--- src/rtl/staprom_pkg.sv ---
package staprom_pkg;

  typedef enum logic [1:0] {
    SZ_BYTE  = 2'd0,
    SZ_WORD  = 2'd1,
    SZ_DWORD = 2'd2,
    SZ_RSVD  = 2'd3
  } accSize_e;

  typedef enum logic [1:0] {
    SRC_ROM  = 2'd0,
    SRC_PORT = 2'd1,
    SRC_ONES = 2'd2
  } rdSrc_e;

  typedef struct packed {
    logic       rdEn;
    rdSrc_e     rdSrc;
    logic       romWr;
    logic [3:0] laneMask;
    logic [3:0] baseIdx;
  } dpStrobe_t;

endpackage

--- src/rtl/staprom_ctrl.sv ---
module staprom_ctrl
  import staprom_pkg::*;
#(
  parameter int IDX_W = 4
) (
  input  logic             clk,
  input  logic             rstN,
  input  logic             busView,
  input  logic [IDX_W:0]   busAddr,
  input  logic [1:0]       busSize,
  input  logic             busWr,
  input  logic             busRd,
  input  logic             cfgLoad,
  input  logic             cfgWeIn,
  input  logic             cfgDwIn,
  output dpStrobe_t        strobe,
  output logic             regRd,
  output logic             regWr,
  output logic             regDword,
  output logic [IDX_W-1:0] regAddr,
  output logic             weBit,
  output logic             dwBit
);

  accSize_e         sizeE;
  logic             hiSel;
  logic [IDX_W-1:0] lowIdx;
  logic             romOk;
  logic             portOk;
  logic             wideOk;

  assign sizeE  = accSize_e'(busSize);
  assign hiSel  = busAddr[IDX_W];
  assign lowIdx = busAddr[IDX_W-1:0];
  assign wideOk = (sizeE == SZ_WORD) || (sizeE == SZ_DWORD);

  always_comb begin
    romOk  = 1'b0;
    portOk = 1'b0;
    if (hiSel) begin
      portOk = wideOk;
    end else if (busView) begin
      romOk = (sizeE != SZ_RSVD);
    end else if (dwBit) begin
      romOk = (sizeE == SZ_DWORD) && (lowIdx[1:0] == 2'b00);
    end else begin
      romOk = (sizeE == SZ_BYTE) || ((sizeE == SZ_WORD) && !lowIdx[0]);
    end
  end

  always_comb begin
    strobe.rdEn    = busRd;
    strobe.rdSrc   = romOk ? SRC_ROM : (portOk ? SRC_PORT : SRC_ONES);
    strobe.romWr   = busWr && romOk && weBit;
    strobe.baseIdx = lowIdx;
    unique case (sizeE)
      SZ_BYTE: strobe.laneMask = 4'b0001;
      SZ_WORD: strobe.laneMask = 4'b0011;
      default: strobe.laneMask = 4'b1111;
    endcase
  end

  assign regRd    = busRd && portOk;
  assign regWr    = busWr && portOk;
  assign regDword = (sizeE == SZ_DWORD);
  assign regAddr  = lowIdx;

  always_ff @(posedge clk) begin
    if (!rstN) begin
      weBit <= 1'b0;
      dwBit <= 1'b0;
    end else if (cfgLoad) begin
      weBit <= cfgWeIn;
      dwBit <= cfgDwIn;
    end
  end


  io_prom_no_fwd_chk: assert property (@(posedge clk) disable iff (!rstN)
    (!busView && !hiSel) |-> !(regRd || regWr));


  cfg_hold_chk: assert property (@(posedge clk) disable iff (!rstN)
    !cfgLoad |=> $stable({weBit, dwBit}));

endmodule

--- src/rtl/staprom_dp.sv ---
module staprom_dp
  import staprom_pkg::*;
#(
  parameter int IDX_W  = 4,
  parameter int DATA_W = 32,
  parameter logic [8*(1<<IDX_W)-1:0] ROM_INIT = '0
) (
  input  logic                      clk,
  input  logic                      rstN,
  input  dpStrobe_t                 strobe,
  input  logic [DATA_W-1:0]         wdata,
  input  logic [DATA_W-1:0]         portRdata,
  output logic [DATA_W-1:0]         rdata,
  output logic                      rvalid,
  output logic [8*(1<<IDX_W)-1:0]   romImage
);

  localparam int ROM_BYTES = 1 << IDX_W;
  localparam int LANES     = DATA_W / 8;
  localparam int LANE_W    = $clog2(LANES);

  logic [7:0]        rom [ROM_BYTES];
  logic [DATA_W-1:0] maskBits;
  logic [DATA_W-1:0] romWord;
  logic [DATA_W-1:0] rdNext;

  for (genvar b = 0; b < ROM_BYTES; b++) begin : g_byte
    logic [IDX_W-1:0] offs;
    logic             hit;
    logic [7:0]       wbyte;

    always_comb begin
      offs  = IDX_W'(b) - strobe.baseIdx;
      hit   = strobe.romWr && (offs < IDX_W'(LANES)) && strobe.laneMask[offs[LANE_W-1:0]];
      wbyte = wdata[8*offs[LANE_W-1:0] +: 8];
    end

    always_ff @(posedge clk) begin
      if (!rstN) rom[b] <= ROM_INIT[8*b +: 8];
      else if (hit) rom[b] <= wbyte;
    end

    assign romImage[8*b +: 8] = rom[b];
  end

  always_comb begin
    logic [IDX_W-1:0] idx;
    for (int k = 0; k < LANES; k++) begin
      idx = strobe.baseIdx + IDX_W'(k);
      maskBits[8*k +: 8] = {8{strobe.laneMask[k]}};
      romWord[8*k +: 8]  = rom[idx];
    end
    unique case (strobe.rdSrc)
      SRC_ROM:  rdNext = romWord & maskBits;
      SRC_PORT: rdNext = portRdata & maskBits;
      default:  rdNext = maskBits;
    endcase
  end

  always_ff @(posedge clk) begin
    if (!rstN) begin
      rdata  <= '0;
      rvalid <= 1'b0;
    end else begin
      rvalid <= strobe.rdEn;
      if (strobe.rdEn) rdata <= rdNext;
    end
  end


  rvalid_follow_chk: assert property (@(posedge clk) disable iff (!rstN)
    strobe.rdEn |=> rvalid);


  rvalid_drop_chk: assert property (@(posedge clk) disable iff (!rstN)
    !strobe.rdEn |=> !rvalid);


  ones_read_chk: assert property (@(posedge clk) disable iff (!rstN)
    (strobe.rdEn && strobe.rdSrc == SRC_ONES) |=> (rdata == $past(maskBits)));

endmodule

--- src/rtl/staprom_window.sv ---
module staprom_window
  import staprom_pkg::*;
#(
  parameter int IDX_W  = 4,
  parameter int DATA_W = 32,
  parameter logic [8*(1<<IDX_W)-1:0] ROM_INIT = 128'h0F1E2D3C_4B5A6978_8796A5B4_C3D2E1F0
) (
  input  logic              clk,
  input  logic              rstN,
  input  logic              busView,
  input  logic [IDX_W:0]    busAddr,
  input  logic [1:0]        busSize,
  input  logic [DATA_W-1:0] busWdata,
  input  logic              busWr,
  input  logic              busRd,
  input  logic              cfgLoad,
  input  logic              cfgWeIn,
  input  logic              cfgDwIn,
  output logic [DATA_W-1:0] busRdata,
  output logic              busRvalid,
  output logic              regRd,
  output logic              regWr,
  output logic              regDword,
  output logic [IDX_W-1:0]  regAddr,
  output logic [DATA_W-1:0] regWdata,
  input  logic [DATA_W-1:0] regRdata
);

  dpStrobe_t                 strobe;
  logic                      weBit;
  logic                      dwBit;
  logic [8*(1<<IDX_W)-1:0]   romImage;

  staprom_ctrl #(.IDX_W(IDX_W)) ctrl_i (
    .clk(clk), .rstN(rstN), .busView(busView), .busAddr(busAddr),
    .busSize(busSize), .busWr(busWr), .busRd(busRd), .cfgLoad(cfgLoad),
    .cfgWeIn(cfgWeIn), .cfgDwIn(cfgDwIn), .strobe(strobe), .regRd(regRd),
    .regWr(regWr), .regDword(regDword), .regAddr(regAddr),
    .weBit(weBit), .dwBit(dwBit)
  );

  staprom_dp #(.IDX_W(IDX_W), .DATA_W(DATA_W), .ROM_INIT(ROM_INIT)) dp_i (
    .clk(clk), .rstN(rstN), .strobe(strobe), .wdata(busWdata),
    .portRdata(regRdata), .rdata(busRdata), .rvalid(busRvalid),
    .romImage(romImage)
  );

  assign regWdata = busWdata;


  rom_locked_chk: assert property (@(posedge clk) disable iff (!rstN)
    !weBit |=> $stable(romImage));


  mem_hi_byte_chk: assert property (@(posedge clk) disable iff (!rstN)
    (busRd && busView && busAddr[IDX_W] && busSize == 2'd0) |=> (busRdata == DATA_W'(8'hFF)));


  dw_byte_ones_chk: assert property (@(posedge clk) disable iff (!rstN)
    (busRd && !busView && !busAddr[IDX_W] && dwBit && busSize == 2'd0) |=> (busRdata == DATA_W'(8'hFF)));

endmodule

--- config.mk ---
export PLATFORM = sky130hd
export DESIGN_NAME = staprom_window
export DESIGN_NICKNAME = d
export VERILOG_FILES = /design/src/rtl/staprom_pkg.sv /design/src/rtl/staprom_ctrl.sv /design/src/rtl/staprom_dp.sv /design/src/rtl/staprom_window.sv
export SDC_FILE = /design/constraint.sdc
export NUM_CORES = 1
export LEC_CHECK = 0
export ABC_AREA = 0
export BUFFER_PORTS_ARGS = -buffer_cell sky130_fd_sc_hd__buf_2
export CAP_MARGIN = 25
export CORE_ASPECT_RATIO = 1.5
export CORE_MARGIN = 2
export CORE_UTILIZATION = 64
export CTS_CLUSTER_SIZE = 12
export DETAILED_ROUTE_END_ITERATION = 6
export HOLD_SLACK_MARGIN = 0.03
export PLACE_DENSITY = 0.87
export REMOVE_ABC_BUFFERS = 1
export SLEW_MARGIN = 20
export SYNTH_ARGS = -nofsm -noshare
export SYNTH_HDL_FRONTEND = slang
export SYNTH_HIERARCHICAL = 1
export SYNTH_SLANG_ARGS = --single-unit
--- constraint.sdc ---
create_clock -name clk -period 6.2 [get_ports clk]
set_input_delay 0.31 -clock clk [delete_from_list [all_inputs] [get_ports clk]]
set_output_delay 0.31 -clock clk [all_outputs]
set_load 0.01 [all_outputs]
==> results.md <==
* Worst Path Max Fanout at 68
* Cts repair resizes at 0
* Num rows at 62
* Mean Syn Cell Area at 13.5 µm²
* Async S/R FF share, synth at 0%
* YS warnings at 6
* Max Fclk at 284 MHz
* CTS root buffer: clkbuf_16
* CTS Hold Bufs at 0
* #FFs+latches synth at 163
* Clk pin slew, worst setup/hold paths at 0.08 ns
* Commonest non-fill, non-tap cells in the layout: 159 x mux4_2, 150 x buf_2, 128 x edfxtp_1, 52 x nand2b_1
* P&R area growth vs syn at 10.2%
* Crit. End Element: flop
* GRT Residual Overflow at 0
* First-pass GRT wire length at 57100 µm
* Total inserted antenna cells at 0
* H-tree depth at 4
* Crit share post-route at 56.7%
* Slack of the critical path at 2.68 ns
* CP Cell Sequence: clkbuf_8 > and4bb_1 > nor2_1 > a21oi_1 > a21boi_1 > nand2_1 > o31ai_1 > buf_4
* Vias per cell at 7.60
* Initial antenna violation count at 0
* Post-synth top flop: edfxtp_1
* Cell variety after synth at 60
* Initial DRT Pass Iterations at 6
* Chip height at 174 µm
* Final setup vio count at 0
* Drt drc at 0
* Hold crit path type: in2reg
* Initial core utilization at 64.9%
* Fillers at 1186
* Vias in the first global route at 9337
* Crit path kind: in2reg
* Final Skew at 0.0123 ns
* Core area at 0.0190 mm²
* LEAKAGE at 4.86 nW
* Post-layout min period at 3.52 ns
* Register area share after synthesis at 36.9%
* GPL Wtd Cong at 1.00
* Status: completed
* Worst EP required at 6.35 ns
* Die Area at 0.0204 mm²
* Register area at 0.00454 mm²
* Worst Max-Slew Pin Slew at 1.01 ns
* Setup TNS at 0 ns
* Critical Path Slowest Stage Cell: a21oi_1
* # nets final at 1094
* Fraction of layout cells with a size suffix above 1 at 38.5%
* # IOs at 151
* Largest net degree at the start of global routing at 71
* Clk Latency, worst-skew pair at 0.44 ns
* Routed wire length per instance at 30.6 µm
* Maximum clock path buffer count at 2
* Num CTS Buffers at 17
* Post-synth EDFFs at 128
* Detail Route Antenna Nets at 0
* Relative slew slack at 32.2%
* Sink Count at 163
* Reg2reg setup slack at 2.77 ns
* RSZ-0062 raised after global routing: no
* Power density over the cells at 225 mW/mm²
* Most common cell after layout, fill and taps aside: mux4_2
* Number of port buffers at 150
* Total number of vias at 9675
* Final Hold Fails at 0
* Cells after Synth at 916
* Overall global routing resource usage at 37.8%
* CP max stage delay at 0.77 ns
* Initial DRC Count at 1768
* Worst EP arrival at 3.66 ns
* Max-slew violation count at 0
* Max Cap Violations at 0
* Die X at 117 µm
* Detailed placer's ending HPWL at 26700 µm
* Crit path launch type: input pin
* Worst slack at placement at 2.16 ns
* Area of the multi-input gates at 0.00704 mm²
* Post-Syn Area at 0.0123 mm²
* Maximum vdd drop at 0.209 mV
* Routed WL at 38900 µm
* CTS tree: built
* Setup repair bufs after CTS at 0
-- flip-flops by register name, indices dropped and copies added, names as in the netlist --
name / flops
dp_i/rvalid: 1
dp_i/rom: 128
ctrl_i/dwBit: 1
dp_i/rdata: 32
ctrl_i/weBit: 1
-- layout make-up --
cell class                      instances  area share [%]
Clock buffer                           17            3.13
Clock inverter                         15            1.66
Inverter                               13           0.359
Multi-Input combinational cell        630            51.8
Sequential cell                       163            33.4
Tap cell                              256            2.36
Timing Repair Buffer                  179            7.30
-- critical path: cells and delay by family --
kind,cells,cell delay (ns)
simple gates,3,0.69
compound gates,3,1.94
buf+inv,2,0.63
-- cells by family (layout without fill, tap and decap cells) --
logic type	Yosys count	in the layout	synth area share, %
other cells	1	1	0.0304
fa+ha+maj	11	11	1.12
buf+inv	123	224	6.18
xor+xnor	10	10	0.923
compound gates	116	116	6.43
mux	229	229	36.3
flops	163	163	36.9
simple gates	263	263	12.2
-- metrics by stage --
step,power (mW),cell area (µm²),std cells,utilization (%),hold slack (ns)
final,3.05,13600,1273,71.5,0.146
after global routing,3.13,13600,1273,71.5,0.190
after CTS,3.03,13600,1271,71.4,0.137
after detailed placement,1.89,12900,1239,67.9,0.459
after global placement,1.87,12900,1237,67.9,0.452
after floorplan,1.63,11600,806,-,0.438
-- path summary, 6_finish.rpt --
check                                    start              to  cells after the start
worst min register to register  dp_i/rdata[19]  dp_i/rdata[19]                      2
worst max register to register    ctrl_i/dwBit  dp_i/rom[0][2]                      7
worst max-delay path                busAddr[0]  dp_i/rom[0][2]                      8
worst min-delay path                   cfgWeIn    ctrl_i/weBit                      3
-- synth_stat cells, types with 10 or more instances --
cell type  count  share of area [%]
buf_4         54                3.3
edfxtp_1     128                 31
nor2_1        31               0.94
ha_1          11                1.1
or2_1         14               0.71
clkbuf_1      24               0.73
nand2_1       32               0.97
nand2b_1      52                2.6
or3_1         23                1.2
nand3_1       14               0.57
buf_6         10               0.91
dfxtp_1       35                5.7
and2_1        50                2.5
inv_1         11               0.33
mux2i_1       50                4.1
o21ai_0       24               0.97
nor2b_1       16               0.81
mux4_2       159                 29
mux4_1        11                2.3
and3_1        10               0.51
buf_2         18               0.73
a21oi_1       21               0.85
-- routing by layer --
layer | track usage [%] | share of wire, % | vias to the layer above
met2 | 59.8 | 47 | 1011
li1 | - | - | 3818
met1 | 46.7 | 30 | 4580
met3 | 8.07 | 14 | 266
met4 | 26.2 | 8.6 | 0
met5 | 0 | 0 | -
-- power by group --
part | total, mW | switching (mW) | internal (mW) | leakage [nW]
clock network | 1.15 | 0.577 | 0.575 | 0.313
logic | 0.649 | 0.356 | 0.293 | 3.15
registers | 1.25 | 0.0400 | 1.21 | 1.39
(Power assumes the default switching activity.)
